[config.mk]
export PLATFORM = sky130hd
export DESIGN_NAME = conv_phase_gen
export DESIGN_NICKNAME = d
export VERILOG_FILES = /design/src/rtl/cpg_pkg.sv /design/src/rtl/cpg_tick_counter.sv /design/src/rtl/cpg_window_decode.sv /design/src/rtl/cpg_cmp_mask.sv /design/src/rtl/conv_phase_gen.sv
export SDC_FILE = /design/constraint.sdc
export NUM_CORES = 1
export LEC_CHECK = 0
export ABC_AREA = 1
export BUFFER_PORTS_ARGS = -buffer_cell sky130_fd_sc_hd__buf_2
export CORE_MARGIN = 1
export CORE_UTILIZATION = 35
export DETAILED_ROUTE_END_ITERATION = 8
export PLACE_DENSITY = 0.65
export REMOVE_ABC_BUFFERS = 1
export SLEW_MARGIN = 40
export SYNTH_ARGS = -nofsm -noshare
export SYNTH_HDL_FRONTEND = slang
export SYNTH_SLANG_ARGS = --single-unit
[constraint.sdc]
create_clock -name clk -period 1.5 [get_ports clk]
set_clock_uncertainty 0.1 [all_clocks]
set_input_delay 0.075 -clock clk [delete_from_list [all_inputs] [get_ports clk]]
set_output_delay 0.075 -clock clk [all_outputs]
set_load 0.03 [all_outputs]
[src/rtl/cpg_pkg.sv]
package cpg_pkg;

    typedef enum logic {
        PH_A = 1'b0,
        PH_B = 1'b1
    } phase_e;

    typedef struct packed {
        logic q1;
        logic q2;
        logic samp1;
        logic samp2;
        logic refs;
        logic conv;
        logic sel1;
        logic sel2;
        logic az;
        logic amp;
        logic res1;
        logic res2;
    } strobe_t;

endpackage

[src/rtl/cpg_tick_counter.sv]
module cpg_tick_counter
    import cpg_pkg::*;
#(
    parameter int PHASE_TICKS = 10,
    parameter int GAP_TICKS   = 2,
    localparam int CNT_W      = $clog2(PHASE_TICKS)
) (
    input  logic             clk,
    input  logic             rst_n,
    output logic [CNT_W-1:0] cnt_nxt_o,
    output phase_e           ph_nxt_o
);

    localparam logic [CNT_W-1:0] LAST_TICK = CNT_W'(PHASE_TICKS - 1);
    // Reset parks the counter at the start of the gap of window B,
    // so the first window A that follows is complete.
    localparam logic [CNT_W-1:0] PARK_TICK = CNT_W'(PHASE_TICKS - GAP_TICKS);

    typedef struct packed {
        logic [CNT_W-1:0] cnt;
        phase_e           ph;
    } cnt_state_t;

    cnt_state_t st_d, st_q;

    always_comb begin
        st_d = st_q;
        if (st_q.cnt == LAST_TICK) begin
            st_d.cnt = '0;
            st_d.ph  = (st_q.ph == PH_A) ? PH_B : PH_A;
        end else begin
            st_d.cnt = st_q.cnt + CNT_W'(1);
        end
    end

    always_ff @(posedge clk or negedge rst_n) begin
        if (!rst_n) begin
            st_q.cnt <= PARK_TICK;
            st_q.ph  <= PH_B;
        end else begin
            st_q <= st_d;
        end
    end

    assign cnt_nxt_o = st_d.cnt;
    assign ph_nxt_o  = st_d.ph;

endmodule

[src/rtl/cpg_window_decode.sv]
module cpg_window_decode
    import cpg_pkg::*;
#(
    parameter int PHASE_TICKS = 10,
    parameter int GAP_TICKS   = 2,
    localparam int CNT_W      = $clog2(PHASE_TICKS)
) (
    input  logic [CNT_W-1:0] cnt_i,
    input  phase_e           ph_i,
    output strobe_t          strb_o
);

    localparam int ACT_TICKS  = PHASE_TICKS - GAP_TICKS;
    localparam int HALF_TICKS = ACT_TICKS / 2;
    localparam logic [CNT_W-1:0] ACT_END  = CNT_W'(ACT_TICKS);
    localparam logic [CNT_W-1:0] HALF_END = CNT_W'(HALF_TICKS);

    logic active, early, late, in_a, in_b;

    always_comb begin
        active = (cnt_i < ACT_END);
        early  = active && (cnt_i < HALF_END);
        late   = active && !early;
        in_a   = active && (ph_i == PH_A);
        in_b   = active && (ph_i == PH_B);

        strb_o.q1    = in_a;
        strb_o.q2    = in_b;
        strb_o.samp1 = in_a;
        strb_o.samp2 = in_b;
        strb_o.refs  = early;
        strb_o.conv  = late;
        strb_o.sel1  = in_a;
        strb_o.sel2  = in_b;
        strb_o.az    = early;
        strb_o.amp   = late;
        strb_o.res1  = late && (ph_i == PH_B);
        strb_o.res2  = late && (ph_i == PH_A);
    end

endmodule

[src/rtl/cpg_cmp_mask.sv]
module cpg_cmp_mask #(
    parameter int NUM_CMP = 14,
    parameter int S1_CMP  = 6
) (
    input  logic               sel1_i,
    input  logic               sel2_i,
    output logic [NUM_CMP-1:0] en_o
);

    for (genvar gi = 0; gi < NUM_CMP; gi++) begin : g_cmp
        if (gi < S1_CMP) begin : g_shared
            assign en_o[gi] = sel1_i | sel2_i;
        end else begin : g_wide
            assign en_o[gi] = sel2_i;
        end
    end

endmodule

[src/rtl/conv_phase_gen.sv]
module conv_phase_gen
    import cpg_pkg::*;
#(
    parameter int PHASE_TICKS = 10,
    parameter int GAP_TICKS   = 2,
    parameter int NUM_CMP     = 14,
    parameter int S1_CMP      = 6
) (
    input  logic               clk,
    input  logic               rst_n,
    output logic               q1_o,
    output logic               q2_o,
    output logic               in_samp1_o,
    output logic               in_samp2_o,
    output logic               ref_samp_o,
    output logic               cmp_conv_o,
    output logic               sel_s1_o,
    output logic               sel_s2_o,
    output logic               az_o,
    output logic               amp_o,
    output logic               amp_res1_o,
    output logic               amp_res2_o,
    output logic [NUM_CMP-1:0] cmp_en_o
);

    localparam int CNT_W = $clog2(PHASE_TICKS);

    typedef struct packed {
        strobe_t            strb;
        logic [NUM_CMP-1:0] en;
    } out_t;

    logic [CNT_W-1:0]   cnt_nxt;
    phase_e             ph_nxt;
    strobe_t            strb_nxt;
    logic [NUM_CMP-1:0] en_nxt;
    out_t               out_d, out_q;

    cpg_tick_counter #(
        .PHASE_TICKS(PHASE_TICKS),
        .GAP_TICKS  (GAP_TICKS)
    ) i_counter (
        .clk      (clk),
        .rst_n    (rst_n),
        .cnt_nxt_o(cnt_nxt),
        .ph_nxt_o (ph_nxt)
    );

    cpg_window_decode #(
        .PHASE_TICKS(PHASE_TICKS),
        .GAP_TICKS  (GAP_TICKS)
    ) i_decode (
        .cnt_i (cnt_nxt),
        .ph_i  (ph_nxt),
        .strb_o(strb_nxt)
    );

    cpg_cmp_mask #(
        .NUM_CMP(NUM_CMP),
        .S1_CMP (S1_CMP)
    ) i_mask (
        .sel1_i(strb_nxt.sel1),
        .sel2_i(strb_nxt.sel2),
        .en_o  (en_nxt)
    );

    always_comb begin
        out_d.strb = strb_nxt;
        out_d.en   = en_nxt;
    end

    always_ff @(posedge clk or negedge rst_n) begin
        if (!rst_n) begin
            out_q <= '0;
        end else begin
            out_q <= out_d;
        end
    end

    assign q1_o       = out_q.strb.q1;
    assign q2_o       = out_q.strb.q2;
    assign in_samp1_o = out_q.strb.samp1;
    assign in_samp2_o = out_q.strb.samp2;
    assign ref_samp_o = out_q.strb.refs;
    assign cmp_conv_o = out_q.strb.conv;
    assign sel_s1_o   = out_q.strb.sel1;
    assign sel_s2_o   = out_q.strb.sel2;
    assign az_o       = out_q.strb.az;
    assign amp_o      = out_q.strb.amp;
    assign amp_res1_o = out_q.strb.res1;
    assign amp_res2_o = out_q.strb.res2;
    assign cmp_en_o   = out_q.en;

endmodule

Word level (Yosys, flattened, before mapping)
Cells that the tools add are included.

cells by class
  add/subtract/negate cells = 1
  $mul = 0
  divide/modulo/power cells = 0
  magnitude comparators = 2
  equal/unequal tests = 1
  shifts and indexed selects = 0
  mux-type cells = 3
  bitwise operators = 2
  reductions and logical operators = 7

operators by type and width
  kind                 count
  $logic_and 1x1->1    6
  $add 4x1->4 const B  1
  $eq 4x4->1 const B   1
  $lt 4x3->1 const B   1
  $lt 4x4->1 const B   1
  $mux 4               1
  $mux 1               2
  $logic_not 1->1      1
  $not 1->1            1
  $or 1x1->1           1

storage, ports and cells
  register bits after elaboration = 18
  latch bits = 0
  memory bits (writable) = 0
  ROM bits = 0
  input bits = 2
  output and inout bits = 26
  word-level logic and storage cells = 25
  memories = 0

Depth between registers and ports, before layout
Gate-level depths: netlist of the first run.

  depth in word-level cells = 7
  mapped depth = 6
  gate-level depth less buffers = 6

By module
A second synthesis of the first run with hierarchy kept.

second synthesis, totals
  cell total of the unflattened synthesis = 90
  area, all modules = 1,104.8 µm²

modules (own cells, without submodules)
  module             times used  cells each  area an instance (µm²)  seq. area each (µm²)
  conv_phase_gen     1           26          650.6                   650.6
  cpg_tick_counter   1           29          234.0                   127.6
  cpg_window_decode  1           19          111.4                   0.0
  cpg_cmp_mask       1           16          108.9                   0.0

Worst setup path after synthesis of the first run
No wires, ideal clock.

  path kind = register to register
  from = register i_counter.st_q[4] in the netlist's numbering
  to = register out_q, in the netlist sel_s1_o
  arrival = 1.005 ns
  data required time = 1.331 ns
  slack = 0.326 ns
  stages on the path, launching flop included = 7
  buffers on the path = 0
  cell sequence = dfstp_2 inv_1 nor2_2 nand2_2 nand2_1 nand2_2 nor2_2

on the way
  cells in the longest elaborated chain, start to end = 4
  elaborated cells between the ends (all ways) = 7
  those cells by class = add/sub (1); order compare (1); eq/ne (1); mux (2); bitwise (1); reduce/logical (1)

RTL lines
  item                          RTL line                 text
  start, declared               cpg_tick_counter.sv:24   cnt_state_t st_d, st_q;
  start signal, assigned        cpg_tick_counter.sv:41   st_q <= st_d;
  $eq 4x4->1                    cpg_tick_counter.sv:28   if (st_q.cnt == LAST_TICK) begin
  $mux 1                        cpg_tick_counter.sv:28
  named net i_counter.ph_nxt_o  cpg_tick_counter.sv:11   output phase_e ph_nxt_o
  $not 1->1                     cpg_window_decode.sv:24  in_a = active && (ph_i == PH_A);
  $logic_and 1x1->1             cpg_window_decode.sv:24
  named net i_decode.in_a       cpg_window_decode.sv:18  logic active, early, late, in_a, in_b;
  end signal, assigned          conv_phase_gen.sv:76     out_q <= out_d;
  end, declared                 conv_phase_gen.sv:37     out_t out_d, out_q;

The timed path passes the listed nets, and every way through them passes these cells.

Final worst setup path of the first run
Same ends and word-level chain as after synthesis.

==> impl_metrics.yaml, run 1 <==
timing:
  setup_violations: 0
  period_minus_slack_ns: 1.279
  tightest_slew_ns: 0.2590
  hold_violations: 0
  max-slew-margin-rel_pct: 82.74
  min_period_over_period_pct: 85.27
  fmax_mhz: 781.9
  report.final.slew_viol_count: 0
  rsz0062_at_grt: "false"
  setup_tns_ns: 0
  holdWs_ns: 0.1024
global_route:
  grt-ovfl-total: 0
  grtUsageMet3_pct: 2.449
  top_usage_layer: "met2"
  gr-usage-met2_pct: 19.71
  grt_use_met1_pct: 10.85
  grt_pass1_wl_mm: 1.497
  first_global_vias: 346
  grt_usage_pct: 11.35
  antenna_found_initial: 0
  grt_max_degree: 13
die:
  num_rows: 14
  chipHeight_um: 44.41
  ios: 28
  die_w_um: 44.41
  core_um2: 1594
  initial_core_util_pct: 39.48
  die-area_um2: 1972
power:
  leakage_nw: 0.4218
  p_per_area_nw_per_um2: 758.9
  vdd.ir_drop.worst_v: 0.0003323
clock_tree:
  cts_tree: "yes"
  post-cts-setup-buffers: 0
  ctsLongestPathBuffers: 2
  clk_pin_slew_ns: 0.07
  insertion_delay_ns: 0.26
  htreeDepth: 1
  cts_buffers: 3
  clock_sinks: 12
  cts-resized-gates: 0
  cts-root-buf: "clkbuf_4"
place:
  dp.cells: 97
  dp_hpwl_um: 662.8
  placed_area_um2: 651.9
  place.gp.congestion: 0.6840
  port_buffers: 27
logic_synthesis:
  synth_top_area_share_pct: 39.76
  netlist_area_um2: 629.4
  ys_seq_area_share_pct: 48.11
  ys_seq_elements: 12
  yosysWarnings: 0
  post_synth_num_cell_types: 13
  synth_cells: 65
  synth_top_area_cell: "dfrtp_1"
  ys_top_cells_by_area: "dfrtp_1 40%, buf_4 23%, dfstp_2 8.3%, nor2_2 7.0%, nand2_1 5.4%"
  avgSynthCellArea_um2: 9.682
worst_setup_path:
  worstSetupEndpointType: "flip-flop"
  reg2regPathDepth: 6
  cp-startpoint: "i_counter.st_q[4]"
  r2r_slack_ns: 0.22
  startpoint_type: "flip-flop"
  crit_fanout: 3
  required_ns: 1.60
  reg2reg_to: "sel_s1_o"
  crit_arrival_ns: 1.38
  path_class: "reg2reg"
  timing.rr.start: "i_counter.st_q[4]"
min_path:
  hp-class: "in2async"
drt:
  drc: 0
  drt_pre_antenna_iters: 3
  drtIter0Drc: 2
  vias_per_cell: 4.139
  ant_nets: 0
  wl_per_cell_um: 8.584
  vias: 418
  routed_wl_um: 867
final_layout:
  post-route-util_pct: 42.94
  diodes: 0
  mostFrequentLayoutCells: "27 x buf_2, 10 x dfrtp_1, 9 x nand2_1, 7 x nor2_2"
  nFillCells: 160
  stdcell_area_um2: 684.4
  nNetsFinal: 81
  layout-area-overhead-vs-synth_pct: 8.747
  final_common_cell: "buf_2"
  drive_gt1_share_pct: 62.34
  stdcell_count: 101
outcome:
  status: "complete, no violations"
job:
  drv_cap: 0
-- how the worst max path moves through the flow --
| stage | to | slack [ns] | depth (start not counted) |
|---|---|---|---|
| global route | sel_s1_o | 0.14 | 6 |
| finish | sel_s1_o | 0.22 | 6 |
| global placement | sel_s1_o | 0.29 | 6 |
| detailed placement | sel_s1_o | 0.24 | 6 |
| CTS | sel_s1_o | 0.22 | 6 |
| floorplan | cmp_en_o[10] | -0.93 | 0 |
-- flip-flops by register name, summed over array words and instances, names as in the netlist --
| register | cells |
|---|---|
| i_counter.st_q | 5 |
| sel_s1_o | 1 |
| amp_o | 1 |
| cmp_en_o | 2 |
| amp_res2_o | 1 |
| az_o | 1 |
| amp_res1_o | 1 |
-- final cells by class --
class	instances	area, µm²	area share [%]
timing repair buffer	28	145.1	21.21
inverter	8	30.03	4.388
multi-input combinational	26	153.9	22.49
clock buffer	3	22.52	3.291
sequential	12	302.8	44.24
tap	24	30.03	4.388
-- worst max-delay path, cell delays in order, from the launching register on --
cell and delay, ns:
dfstp_2 0.55, inv_1 0.07, nor2_2 0.15, nand2_2 0.10, nand2_1 0.08, nand2_2 0.07
nor2_2 0.10
-- Yosys cell counts --
| cell | n |
|---|---|
| nand2_2 | 3 |
| nand4_1 | 1 |
| inv_1 | 4 |
| nand2_1 | 9 |
| buf_4 | 19 |
| nor2_8 | 1 |
| nand3_1 | 3 |
| dfrtp_1 | 10 |
| dfstp_2 | 2 |
| nor2_2 | 7 |
| o21ai_1 | 1 |
| inv_2 | 4 |
| nor2_4 | 1 |
-- stage by stage --
step,worst slack [ns],total power [W]
2_1_floorplan,-0.9278,0.0003298
3_3_place_gp,0.2873,0.0003368
3_5_place_dp,0.2380,0.0003370
4_1_cts,0.2162,0.0005281
5_1_grt,0.1396,0.0005582
6_report,0.2210,0.0005194
-- power by group --
group | switching (W) | internal, W | total (W)
sequential | 0 | 0.000324 | 0.000324
combinational | 0.00000599 | 0.00000264 | 0.00000863
clock | 0.0000944 | 0.0000927 | 0.000187
total | 0.000100 | 0.000419 | 0.000519
-- timing repair --
item                       in CTS  in global routing
setup endpoints to repair       0                  0
hold buffers                    1                  0
hold endpoints to repair       12                  0
-- layer usage --
metal | wire length [µm] | vias to the layer above | share of wire, %
li1 | - | 203 | -
met1 | 355 | 184 | 41
met2 | 428 | 29 | 49
met3 | 63 | 2 | 7.3
met4 | 19 | 0 | 2.2
met5 | 0 | - | 0
-- logic make-up after synthesis --
logic type / count (synthesis) / share of synthesized area, %
AOI/OAI and AO/OA: 1 / 0.7945
DFF: 12 / 48.11
buffers and inverters: 27 / 27.43
and+or+nand+nor: 25 / 23.66
No activity file was read; power rests on OpenSTA's default activity.
==> run 2, diff against run 1 <==
--- a/config.mk
+++ b/config.mk
@@ -10,7 +10,7 @@
 export CORE_MARGIN = 1
 export CORE_UTILIZATION = 35
 export DETAILED_ROUTE_END_ITERATION = 8
-export PLACE_DENSITY = 0.65
+export PLACE_DENSITY = 0.66
 export REMOVE_ABC_BUFFERS = 1
 export SLEW_MARGIN = 40
 export SYNTH_ARGS = -nofsm -noshare
==> run 2 against run 1 <==
Maximum frequency rose by 0.64%; count of clock-buffer cells in the layout rose by 1; sequential power barely moved; first-iteration DRC count shrank 100%; highest routed layer unchanged; clock power rose by 36%; total power rose by 13%; utilization is 0.86 points higher; design area increased by 2.0%; non-clock buffer count unchanged; global-route usage is 1.1 points lower; flip-flop and latch count stayed put.
==> impl_metrics.yaml, run 2 (synthesis results as in run 1) <==
global_route:
  grt_max_degree: 13
  first_global_vias: 333
  grt_usage_pct: 10.23
  grt-ovfl-total: 0
  antenna_found_initial: 0
  grt_pass1_wl_mm: 1.352
worst_setup_path:
  worstSetupEndpointType: "flip-flop"
  reg2regPathDepth: 6
  timing.rr.start: "i_counter.st_q[4]"
  crit_arrival_ns: 1.38
  critical-path-max-stage-delay_ns: 0.55
  required_ns: 1.61
  critPathSlowestCell: "dfstp_2"
  reg2reg_to: "sel_s1_o"
  path_class: "reg2reg"
  startpoint_type: "flip-flop"
  crit_fanout: 3
  r2r_slack_ns: 0.23
  path_cells: "inv_1 -> nor2_2 -> nand2_2 -> nand2_1 -> nand2_2 -> nor2_2"
drt:
  drt_pre_antenna_iters: 1
  vias: 415
  drtIter0Drc: 0
  routed_wl_um: 818
  wl_per_cell_um: 8.020
  drc: 0
  vias_per_cell: 4.069
  ant_nets: 0
place:
  place.gp.congestion: 0.7311
  dp.cells: 97
  port_buffers: 27
  dp_hpwl_um: 649.1
final_layout:
  mostFrequentLayoutCells: "27 x buf_2, 10 x dfrtp_1, 9 x nand2_1, 7 x nor2_2"
  largest_reg_flops: 5
  regArea_um2: 302.8
  drive_gt1_share_pct: 62.82
  stdcell_count: 102
  layout-area-overhead-vs-synth_pct: 10.93
  largest-register: "i_counter.st_q"
  nFillCells: 166
  nNetsFinal: 81
  diodes: 0
  multi_input_area_um2: 153.9
  final_common_cell: "buf_2"
die:
  initial_core_util_pct: 39.48
  die_w_um: 44.41
  chipHeight_um: 44.41
  ios: 28
  die-area_um2: 1972
  core_um2: 1594
  num_rows: 14
power:
  p_per_area_nw_per_um2: 840.6
  finalPower_w: 0.0005869
  leakage_nw: 0.4290
  vdd.ir_drop.worst_v: 0.0004156
clock_tree:
  post-cts-setup-buffers: 0
  cts_tree: "yes"
  clock_sinks: 12
  insertion_delay_ns: 0.28
  htreeDepth: 1
  clk_pin_slew_ns: 0.07
  cts-root-buf: "clkbuf_4"
  cts-resized-gates: 0
  cts.hold.buffers_added: 1
  ctsLongestPathBuffers: 2
  cts_buffers: 3
timing:
  period_minus_slack_ns: 1.271
  report.final.slew_viol_count: 0
  tightest_slew_ns: 0.2560
  fmax_mhz: 786.9
  max-slew-margin-rel_pct: 82.93
  min_period_over_period_pct: 84.72
  rsz0062_at_grt: "false"
  hold_violations: 0
  setup_violations: 0
min_path:
  hp-class: "in2async"
job:
  drv_cap: 0
outcome:
  status: "complete, no violations"
[run 2: changes by cell type in the layout (fill, tap and decap cells not counted)]
| cell | before | now |
|---|---|---|
| clkbuf_8 | 0 | 1 |
[run 2: final cells by class]
type                            count  share of cell area, %
Sequential cell                    12                  43.37
Tap cell                           24                  4.301
Inverter                            8                  4.301
Clock buffer                        4                  5.197
Multi-Input combinational cell     26                  22.04
Timing Repair Buffer               28                  20.79
[run 2: per-stage QoR]
step                      setup WS (ns)  TNS [ns]  hold WS, ns  instance area (µm²)  util, %
final                            0.2291         0      0.08996                698.2    43.80
after global routing             0.1396         0       0.1179                698.2    43.80
after CTS                        0.2237         0      0.09360                698.2    43.80
after detailed placement         0.2470         0      -0.1381                651.9    40.89
after global placement           0.2884         0      -0.1421                651.9    40.89
after floorplan                 -0.9278    -10.41      -0.3206                486.7        -
[run 2: worst max-delay path by stage]
stage	to	slack [ns]	cells after the start	from
after floorplan	cmp_en_o[10]	-0.93	0	cmp_en_o[6]
after global placement	sel_s1_o	0.29	6	i_counter.st_q[4]
after detailed placement	sel_s1_o	0.25	6	i_counter.st_q[4]
after CTS	sel_s1_o	0.22	6	i_counter.st_q[4]
after global routing	sel_s1_o	0.14	6	i_counter.st_q[4]
final	sel_s1_o	0.23	6	i_counter.st_q[4]
[run 2: where the power goes]
part            total [W]  switching [W]  internal (W)
logic          0.00000862     0.00000597    0.00000265
registers        0.000324              0      0.000324
clock network    0.000255       0.000107      0.000148
total            0.000587       0.000113      0.000474
[run 2: routing by layer]
metal / global-route usage [%] / wire length (µm) / vias up
met5: 0 / 0 / -
met4: 10.91 / 38 / 0
met3: 2.449 / 81 / 5
met2: 16.47 / 356 / 31
met1: 10.31 / 342 / 175
li1: - / - / 204
[run 2: worst max-delay path, delay by kind of cell, from the launching register on]
kind	cells	cell delay, ns
simple gates	5	0.47
flops	1	0.55
buf+inv	1	0.07
==> run 3, diff against run 2 <==
--- a/config.mk
+++ b/config.mk
@@ -5,12 +5,12 @@
 export SDC_FILE = /design/constraint.sdc
 export NUM_CORES = 1
 export LEC_CHECK = 0
-export ABC_AREA = 1
+export ABC_AREA = 0
 export BUFFER_PORTS_ARGS = -buffer_cell sky130_fd_sc_hd__buf_2
 export CORE_MARGIN = 1
 export CORE_UTILIZATION = 35
 export DETAILED_ROUTE_END_ITERATION = 8
-export PLACE_DENSITY = 0.66
+export PLACE_DENSITY = 0.68
 export REMOVE_ABC_BUFFERS = 1
 export SLEW_MARGIN = 40
 export SYNTH_ARGS = -nofsm -noshare
==> constraint.sdc (replaced) <==
create_clock -name clk -period 1.1 [get_ports clk]
set_clock_uncertainty 0.1 [all_clocks]
set_input_delay 0.055 -clock clk [delete_from_list [all_inputs] [get_ports clk]]
set_output_delay 0.055 -clock clk [all_outputs]
set_load 0.03 [all_outputs]
==> run 3 against run 2 <==
The flow now finishes with violations (negative setup slack); first-iteration DRC count increased by 3; sequential share of layout area down 8.6 points; synthesized area is 8.0% higher; non-clock buffer count is 14 higher; combinational power rose by 43%.
==> impl_metrics.yaml, run 3 <==
outcome:
  status: "complete, but fails checks"
  violations: "negative setup slack"
die:
  chipHeight_um: 46.06
  die_w_um: 46.06
  initial_core_util_pct: 38.51
  die-area_um2: 2122
  core_um2: 1764
  num_rows: 15
  ios: 28
power:
  vdd.ir_drop.worst_v: 0.0005023
  p_per_area_nw_per_um2: 909.2
  leakage_nw: 0.4803
  finalPower_w: 0.0008008
drt:
  routed_wl_mm: 1.242
  wl_per_cell_um: 10.89
  ant_nets: 0
  vias: 513
  drc: 0
  drtIter0Drc: 3
  drt_pre_antenna_iters: 4
  vias_per_cell: 4.500
global_route:
  gr-usage-met2_pct: 23.10
  grt_pass1_wl_mm: 1.814
  grtUsageMet3_pct: 2.353
  first_global_vias: 450
  grt_max_degree: 13
  grt-ovfl-total: 0
  grt_use_met1_pct: 12.71
  top_usage_layer: "met2"
  antenna_found_initial: 0
  grt_usage_pct: 12.42
logic_synthesis:
  synthXorXnorAreaFrac_pct: 1.289
  synthSimpleGateAreaFrac_pct: 9.761
  ys_seq_area_share_pct: 44.57
  ys_top_cells_by_area: "dfrtp_1 37%, buf_4 24%, dfstp_2 7.7%, o22ai_2 3.7%, nand2_1 2.8%"
  synth_ff_type: "dfrtp_1"
  synthMuxAreaShare_pct: 3.683
  post_synth_num_cell_types: 22
  ys_seq_elements: 12
  synth_edf_count: 0
  synthAdderAreaFrac_pct: 0
  async_flop_share_pct: 100.0
  netlist_area_um2: 679.4
  avgSynthCellArea_um2: 10.45
  synthTopCellsByCount: "22 x buf_4, 10 x dfrtp_1, 5 x nand2_1"
  yosys.cell_count.top_type: "buf_4"
  synth_cells: 65
  synth_top_area_cell: "dfrtp_1"
  synth_top_area_share_pct: 36.83
  yosysWarnings: 0
  synth_compound_area_share_pct: 14.73
  synth_top_family_by_area: "buffers and inverters"
final_layout:
  stdcell_area_um2: 880.8
  nFillCells: 177
  drive_gt1_share_pct: 64.04
  nNetsFinal: 92
  largest_reg_flops: 5
  final_common_cell: "buf_2"
  multi_input_area_um2: 219.0
  mostFrequentLayoutCells: "22 x buf_2, 14 x buf_4, 7 x dfrtp_1, 5 x nand2_1, 5 x clkbuf_4"
  largest-register: "i_counter.st_q"
  diodes: 0
  post-route-util_pct: 49.93
  regArea_um2: 306.5
  layout-area-overhead-vs-synth_pct: 29.65
worst_setup_path:
  required_ns: 1.19
  crit_fanout: 6
  crit_arrival_ns: 1.36
  worstSetupEndpointType: "flip-flop"
  path_class: "reg2reg"
  startpoint_type: "flip-flop"
  reg2regPathDepth: 3
  timing.rr.start: "i_counter.st_q[4]"
  r2r_slack_ns: -0.16
  reg2reg_to: "cmp_en_o[6]"
place:
  port_buffers: 27
  dp_hpwl_um: 862.3
  placed_area_um2: 755.7
  place.gp.congestion: 0.7686
clock_tree:
  cts_buffers: 3
  htreeDepth: 1
  ctsLongestPathBuffers: 2
  clock_sinks: 12
  cts_tree: "yes"
  cts-root-buf: "clkbuf_4"
  clk_pin_slew_ns: 0.07
  insertion_delay_ns: 0.27
timing:
  setup_slack_ns: -0.1633
  report.final.slew_viol_count: 0
  max-slew-margin-rel_pct: 82.18
  period_minus_slack_ns: 1.263
  rsz0062_at_grt: "true"
  tightest_slew_ns: 0.2673
  setup_tns_ns: -0.9920
  fmax_mhz: 791.6
  hold_violations: 0
  min_period_over_period_pct: 114.8
  setup_violations: 19
min_path:
  hp-class: "in2async"
job:
  drv_cap: 0
-- run 3: cell types whose count changed after synthesis, moves of 2 or more --
cell,previous run,this run
nand2_1,9,5
o22ai_2,0,2
and2_1,0,2
inv_2,4,0
nand3_1,3,1
buf_4,19,22
nor2_2,7,0
nand2b_1,0,2
nor3_1,0,2
nand2_2,3,0
o21ai_0,0,3
-- run 3: through the flow --
stage               hold slack [ns]  std cells  setup slack, ns
floorplan                   -0.3406         43           -1.308
global placement            -0.1568        105          -0.1021
detailed placement          -0.1582        105          -0.1456
CTS                         0.08669        111          -0.1615
global route                 0.1197        114          -0.1897
finish                      0.09834        114          -0.1633
-- run 3: cell type report --
type,instances,area share (%)
clock buffers,4,4.119
well taps,25,3.551
multi-input cells,28,24.86
inverters,3,1.278
repair buffers,42,31.39
flip-flops and latches,12,34.80
-- run 3: how the worst max path moves through the flow --
| stage | start | to | slack [ns] | cells after the start |
|---|---|---|---|---|
| 6_report | i_counter.st_q[4] | cmp_en_o[6] | -0.16 | 3 |
| 5_1_grt | i_counter.st_q[4] | cmp_en_o[6] | -0.19 | 3 |
| 4_1_cts | i_counter.st_q[4] | cmp_en_o[6] | -0.16 | 3 |
| 3_5_place_dp | i_counter.st_q[4] | cmp_en_o[6] | -0.15 | 3 |
| 3_3_place_gp | i_counter.st_q[4] | cmp_en_o[6] | -0.10 | 3 |
| 2_1_floorplan | cmp_en_o[6] | cmp_en_o[10] | -1.31 | 0 |
-- run 3: cells by family (layout without fill, tap and decap cells) --
family                 Yosys count  after routing
buffers and inverters           25             49
AND/OR/NAND/NOR                 13             13
AO/OA/AOI/OAI                   12             12
flip-flops                      12             12
multiplexers                     2              2
XOR/XNOR                         1              1
-- run 3: worst max-delay path, stage by stage, from the launching register on --
cell     delay (ns)
dfstp_2        0.60
nand2_1        0.06
mux2_4         0.28
o22ai_2        0.15
-- run 3: timing repair --
action / CTS / global route
resized for setup: 5 / 12
hold endpoints to repair: 12 / 0
hold buffers: 1 / 0
pin swaps: 0 / 4
buffers inserted: 1 / 3
endpoints found under the setup margin: 19 / 25
-- run 3: where the power goes --
group,switching [W],internal (W)
logic,0.00000866,0.00000363
clock network,0.000146,0.000201
registers,0,0.000441
-- run 3: layer usage --
layer	up-vias	share of wire, %
met5	-	0
met4	0	0
met3	0	6.5
met2	22	51
met1	246	43
li1	245	-
